===== src/rtl/alarm_pkg.sv =====
package alarm_pkg;
  localparam int SEC_W   = 6;
  localparam int MIN_W   = 6;
  localparam int HOUR_W  = 5;
  localparam int SEC_LSB  = 0;
  localparam int MIN_LSB  = 8;
  localparam int HOUR_LSB = 16;
  localparam int DAY_LSB  = 21;
  localparam int SEC_MAX  = 59;
  localparam int MIN_MAX  = 59;
  localparam int HOUR_MAX = 23;
  localparam int RUN_BIT  = 8;

  typedef struct packed {
    logic loadCnt;
    logic decCnt;
  } cntStrobe_t;
endpackage


===== src/rtl/alarm_datapath.sv =====
module alarm_datapath
  import alarm_pkg::*;
#(
  parameter int DAY_W = 8
) (
  input  logic              clk,
  input  logic              rstN,
  input  cntStrobe_t        strb,
  input  logic [31:0]       loadWord,
  output logic [31:0]       countWord,
  output logic              cntZero,
  output logic              lastSec
);
  logic [SEC_W-1:0]  secQ,  secD;
  logic [MIN_W-1:0]  minQ,  minD;
  logic [HOUR_W-1:0] hourQ, hourD;
  logic [DAY_W-1:0]  dayQ,  dayD;

  always_comb begin
    secD  = secQ;
    minD  = minQ;
    hourD = hourQ;
    dayD  = dayQ;
    if (secQ != '0) begin
      secD = secQ - 1'b1;
    end else begin
      secD = SEC_W'(SEC_MAX);
      if (minQ != '0) begin
        minD = minQ - 1'b1;
      end else begin
        minD = MIN_W'(MIN_MAX);
        if (hourQ != '0) begin
          hourD = hourQ - 1'b1;
        end else begin
          hourD = HOUR_W'(HOUR_MAX);
          dayD  = dayQ - 1'b1;
        end
      end
    end
  end

  always_ff @(posedge clk or negedge rstN) begin
    if (!rstN) begin
      secQ  <= '0;
      minQ  <= '0;
      hourQ <= '0;
      dayQ  <= '0;
    end else if (strb.loadCnt) begin
      secQ  <= loadWord[SEC_LSB  +: SEC_W];
      minQ  <= loadWord[MIN_LSB  +: MIN_W];
      hourQ <= loadWord[HOUR_LSB +: HOUR_W];
      dayQ  <= loadWord[DAY_LSB  +: DAY_W];
    end else if (strb.decCnt) begin
      secQ  <= secD;
      minQ  <= minD;
      hourQ <= hourD;
      dayQ  <= dayD;
    end
  end

  always_comb begin
    countWord = '0;
    countWord[SEC_LSB  +: SEC_W]  = secQ;
    countWord[MIN_LSB  +: MIN_W]  = minQ;
    countWord[HOUR_LSB +: HOUR_W] = hourQ;
    countWord[DAY_LSB  +: DAY_W]  = dayQ;
  end

  assign cntZero = (secQ == '0) && (minQ == '0) && (hourQ == '0) && (dayQ == '0);
  assign lastSec = (secQ == SEC_W'(1)) && (minQ == '0) && (hourQ == '0) && (dayQ == '0);
endmodule


===== src/rtl/alarm_ctrl.sv =====
module alarm_ctrl
  import alarm_pkg::*;
#(
  parameter int ADDR_W = 5,
  parameter logic [ADDR_W-1:0] OFS_COUNT = ADDR_W'(12),
  parameter logic [ADDR_W-1:0] OFS_RUN   = ADDR_W'(20),
  parameter logic [ADDR_W-1:0] OFS_IRQEN = ADDR_W'(24),
  parameter logic [ADDR_W-1:0] OFS_STAT  = ADDR_W'(28)
) (
  input  logic              clk,
  input  logic              rstN,
  input  logic              secTick,
  input  logic              wrEn,
  input  logic [ADDR_W-1:0] wrAddr,
  input  logic [31:0]       wrData,
  input  logic              cntZero,
  input  logic              lastSec,
  output cntStrobe_t        strb,
  output logic              runEn,
  output logic              irqEnB,
  output logic              pendB
);
  logic wrCount, wrRun, wrIrq, wrStat, setPend, clrPend;

  assign wrCount = wrEn && (wrAddr == OFS_COUNT);
  assign wrRun   = wrEn && (wrAddr == OFS_RUN);
  assign wrIrq   = wrEn && (wrAddr == OFS_IRQEN);
  assign wrStat  = wrEn && (wrAddr == OFS_STAT);

  assign strb.loadCnt = wrCount;
  assign strb.decCnt  = secTick && runEn && !cntZero && !wrCount;
  assign setPend      = strb.decCnt && lastSec;
  assign clrPend      = wrStat && wrData[0];

  always_ff @(posedge clk or negedge rstN) begin
    if (!rstN) begin
      runEn  <= 1'b0;
      irqEnB <= 1'b0;
      pendB  <= 1'b0;
    end else begin
      if (wrRun) runEn  <= wrData[RUN_BIT];
      if (wrIrq) irqEnB <= wrData[0];
      if (setPend)      pendB <= 1'b1;
      else if (clrPend) pendB <= 1'b0;
    end
  end
endmodule


===== src/rtl/alarm_countdown.sv =====
module alarm_countdown
  import alarm_pkg::*;
#(
  parameter int ADDR_W = 5,
  parameter int DAY_W  = 8
) (
  input  logic              clk,
  input  logic              rstN,
  input  logic              secTick,
  input  logic              wrEn,
  input  logic [ADDR_W-1:0] wrAddr,
  input  logic [31:0]       wrData,
  input  logic [ADDR_W-1:0] rdAddr,
  output logic [31:0]       rdData,
  output logic              irqOut
);
  localparam logic [ADDR_W-1:0] OFS_COUNT = ADDR_W'(12);
  localparam logic [ADDR_W-1:0] OFS_RUN   = ADDR_W'(20);
  localparam logic [ADDR_W-1:0] OFS_IRQEN = ADDR_W'(24);
  localparam logic [ADDR_W-1:0] OFS_STAT  = ADDR_W'(28);

  cntStrobe_t  strb;
  logic [31:0] countWord;
  logic        cntZero, lastSec, runEn, irqEnB, pendB;

  alarm_ctrl #(
    .ADDR_W(ADDR_W), .OFS_COUNT(OFS_COUNT), .OFS_RUN(OFS_RUN),
    .OFS_IRQEN(OFS_IRQEN), .OFS_STAT(OFS_STAT)
  ) uCtrl (
    .clk(clk), .rstN(rstN), .secTick(secTick), .wrEn(wrEn),
    .wrAddr(wrAddr), .wrData(wrData), .cntZero(cntZero), .lastSec(lastSec),
    .strb(strb), .runEn(runEn), .irqEnB(irqEnB), .pendB(pendB)
  );

  alarm_datapath #(.DAY_W(DAY_W)) uPath (
    .clk(clk), .rstN(rstN), .strb(strb), .loadWord(wrData),
    .countWord(countWord), .cntZero(cntZero), .lastSec(lastSec)
  );

  always_comb begin
    rdData = '0;
    case (rdAddr)
      OFS_COUNT: rdData = countWord;
      OFS_RUN:   rdData[RUN_BIT] = runEn;
      OFS_IRQEN: rdData[0] = irqEnB;
      OFS_STAT:  rdData[0] = pendB;
      default:   rdData = '0;
    endcase
  end

  assign irqOut = pendB && irqEnB;
endmodule


===== config.mk =====
export PLATFORM = sky130hd
export DESIGN_NAME = alarm_countdown
export DESIGN_NICKNAME = d
export VERILOG_FILES = /design/src/rtl/alarm_pkg.sv /design/src/rtl/alarm_datapath.sv /design/src/rtl/alarm_ctrl.sv /design/src/rtl/alarm_countdown.sv
export SDC_FILE = /design/constraint.sdc
export NUM_CORES = 1
export LEC_CHECK = 0
export BUFFER_PORTS_ARGS = -buffer_cell sky130_fd_sc_hd__buf_2
export CAP_MARGIN = 10
export CORE_ASPECT_RATIO = 2
export CORE_MARGIN = 1.5
export CORE_UTILIZATION = 45
export DETAILED_ROUTE_END_ITERATION = 7
export HOLD_SLACK_MARGIN = 0.08
export PLACE_DENSITY = 0.77
export SETUP_SLACK_MARGIN = 0.5
export SYNTH_ARGS = -nofsm -noshare
export SYNTH_HDL_FRONTEND = slang
export SYNTH_SLANG_ARGS = --single-unit

===== constraint.sdc =====
create_clock -name clk -period 2.1 [get_ports clk]
set_clock_uncertainty 0.2 [all_clocks]
set_input_delay 0.21 -clock clk [delete_from_list [all_inputs] [get_ports clk]]
set_output_delay 0.21 -clock clk [all_outputs]
set_load 0.005 [all_outputs]

==> flow_summary.json <==
{
  "drtIter0Drc": 106,
  "pre_cts_slack_ps": -7.29,
  "status": "finished with violations",
  "violations": "setup timing",
  "die_h_um": 101,
  "p_per_area_nw_per_um2": 801,
  "crit_type": "register to register",
  "r2r_slack_ps": -100,
  "tightest_slew_ps": 679,
  "p_int_mw": 1.81,
  "wl_um": 9270,
  "synth_compound_area_share_pct": 15.9,
  "holdWs_ps": 131,
  "area_growth_pct": 76.7,
  "clock-sinks": 28,
  "multi_input_area_um2": 1710,
  "drc": 0,
  "synth_cell_types": 58,
  "clk_root_buffer_cell": "clkbuf_8",
  "avgViaCountPerCell": 5.92,
  "grt_pass1_wl_um": 12200,
  "grt.overflow.total": 0,
  "synth_top_family_by_area": "simple AND/OR/NAND/NOR gates",
  "ys_seq_area_share_pct": 32.3,
  "die-width_um": 52.1,
  "startpoint_type": "register",
  "drv_cap": 0,
  "final.min_clock_period_ps": 2200,
  "clk_path_buf_depth": 2,
  "first_pass_iters": 4,
  "crit_required_ps": 2080,
  "synth_xor_xnor_area_share_pct": 2.83,
  "start_util_pct": 47.1,
  "synth_edf_count": 0,
  "grt_pass1_vias": 2672,
  "cp-end-kind": "register",
  "antenna_left": 0,
  "setup_viol": 11,
  "switchingPower_mw": 1.26,
  "grt_usage_pct": 30.6,
  "vias": 2693,
  "numCtsBuffers": 3,
  "synth-seq-cells": 28,
  "tns_ps": -673,
  "num_antenna_cells": 0,
  "pwr-share-seq_pct": 28.6,
  "finalHoldViolCount": 0,
  "syn_inst": 252,
  "ios": 79,
  "gp_congestion": 0.875,
  "h-tree-depth": 1,
  "worstSkewPairLatency_ps": 290,
  "slew_violations": 0,
  "combPwrFrac_pct": 59.7,
  "core_um2": 4600,
  "peakVddDrop_mv": 0.629,
  "netlist_area_um2": 2170,
  "setup_ws_ps": -100,
  "p_clk_share_pct": 11.7,
  "async_flop_share_pct": 100,
  "path_clk_slew_ps": 100,
  "place_hpwl_um": 4580,
  "register_area_um2": 702,
  "synthAdderAreaFrac_pct": 4.62,
  "synth.area.mux_share_pct": 4.10,
  "maxSlewHeadroom_pct": 54.7,
  "synth_simple_gate_area_share_pct": 34.1,
  "portBuffers": 64,
  "grt_start_max_net_pins": 29,
  "synth_warnings": 0,
  "cp_max_fo": 5,
  "cts_tree": "yes",
  "sw_frac_of_total_pct": 41.0,
  "synth_flop_cell": "dfrtp_1",
  "drive_gt1_share_pct": 55.0,
  "die-area_um2": 5270,
  "antenna_found_initial": 0,
  "avgSynthCellArea_um2": 8.60,
  "arrival_ps": 2180,
  "p_leak_nw": 1.80,
  "avgRoutedWirePerCell_um": 20.4,
  "row_count": 35,
  "fmax_ghz": 0.455,
  "rsz0062_at_grt": "true",
  "min_period_over_period_pct": 105,
  "total_power_mw": 3.07,
  "fin_nets": 455,
  "utilization_pct": 83.3,
  "fillCellCount": 256,
  "hp-class": "input port to register"
}
[path summary, 6_finish.rpt]
kind,startpoint,endpoint,depth (start not counted)
max,uPath.minQ[0]$_DFFE_PN0P_,uPath.hourQ[1]$_DFFE_PN0P_,8
min,wrData[18],uPath.hourQ[2]$_DFFE_PN0P_,3
max reg2reg,uPath.minQ[0]$_DFFE_PN0P_,uPath.hourQ[1]$_DFFE_PN0P_,8
min reg2reg,uCtrl.irqEnB$_DFFE_PN0P_,uCtrl.irqEnB$_DFFE_PN0P_,1
max in group asynchronous,rstN,uPath.hourQ[2]$_DFFE_PN0P_,2
min in group asynchronous,rstN,uCtrl.irqEnB$_DFFE_PN0P_,2
[critical path, cell delays in order (launching register included)]
cell and delay, ps:
dfrtp_1 410, inv_2 90, ha_4 120, nor4b_4 300
buf_4 220, nand4b_4 190, nand2_2 170, o21ai_4 80
mux2_4 310
[power by group through the flow]
| stage | Sequential, mW | Combinational [mW] | Clock [mW] |
|---|---|---|---|
| 6_report | 0.876 | 1.83 | 0.360 |
| 2_1_floorplan | 0.862 | 0.741 | 0 |
| 5_1_grt | 0.893 | 1.94 | 0.383 |
| 4_1_cts | 0.845 | 1.44 | 0.348 |
| 3_3_place_gp | 0.856 | 1.13 | 0 |
| 3_5_place_dp | 0.862 | 1.17 | 0 |
[metal layers]
layer | global-route usage, % | part of all wire (%) | vias up
li1 | - | - | 1187
met1 | 30.2 | 34 | 1298
met2 | 57.6 | 55 | 155
met3 | 3.98 | 5.9 | 53
met4 | 17.4 | 5.7 | 0
met5 | 0 | 0 | -
[through the flow]
step           std cells  cell area, um^2
3_3_place_gp         391             2810
4_1_cts              442             3450
6_report             455             3830
2_1_floorplan        258             2280
5_1_grt              455             3830
3_5_place_dp         391             2810
[cell usage in the layout, fill, tap and decap left out, types with 5 or more instances in the layout]
cell type,n
nand3_1,5
buf_4,46
dfrtp_1,27
nand2_1,21
conb_1,7
buf_2,45
inv_2,7
and2_1,9
xnor2_1,5
dlygate4sd3_1,25
buf_6,35
and2_4,18
o21ai_1,14
nor2_1,16
a21oi_2,5
a21oi_1,7
ha_1,5
[cell usage after synthesis (2+ instances only)]
cell	n	share of area, %
buf_4	7	2.4
nand3_1	8	1.8
nand3b_1	4	1.4
and2_1	27	7.8
o21ai_0	14	3.2
nand2_1	25	4.3
clkbuf_1	8	1.4
nor4_1	4	1.2
nor3_1	6	1.4
and4b_1	2	0.92
o21ai_1	7	1.6
nor2_1	21	3.6
a21oi_1	11	2.5
ha_1	8	4.6
nor2b_1	2	0.58
nor3b_1	3	1.0
mux2i_1	4	1.8
mux2_2	2	1.0
dfrtp_1	28	32
o41ai_1	2	0.81
nor3_2	2	0.92
or3_1	2	0.58
xnor2_1	6	2.4
a31oi_1	4	1.2
o211ai_1	3	1.0
o31ai_1	3	1.0
inv_1	8	1.4
[sequential cells by signal, summed over array words and instances (netlist names)]
| name | flops |
|---|---|
| uPath.minQ | 6 |
| uCtrl.runEn | 1 |
| uCtrl.pendB | 1 |
| uCtrl.irqEnB | 1 |
| uPath.secQ | 6 |
| uPath.hourQ | 5 |
| uPath.dayQ | 8 |
[layout make-up]
type                            count  area share (%)
Inverter                            8           0.784
Tap cell                           55            1.80
Multi-Input combinational cell    206            44.7
Timing Repair Buffer              154            32.9
Sequential cell                    28            18.3
Clock buffer                        4            1.44
[cell families (layout without fill, tap and decap cells)]
kind of cell | count (synthesis) | count (layout)
AO/OA/AOI/OAI | 54 | 54
XOR/XNOR | 7 | 7
adder cells (fa/ha/maj) | 8 | 8
buffers and inverters | 25 | 166
flip-flops | 28 | 28
multiplexers | 8 | 8
other | 1 | 7
AND/OR/NAND/NOR | 121 | 122
[repair_timing]
item | CTS | global route
setup endpoints to repair | 41 | 51
hold buffers | 25 | 0
hold endpoints to repair | 54 | 0
buffers inserted | 20 | 13
pin swaps | 26 | 23
gates resized for setup | 43 | 69
cloned | 2 | 0
(Power assumes the default switching activity.)
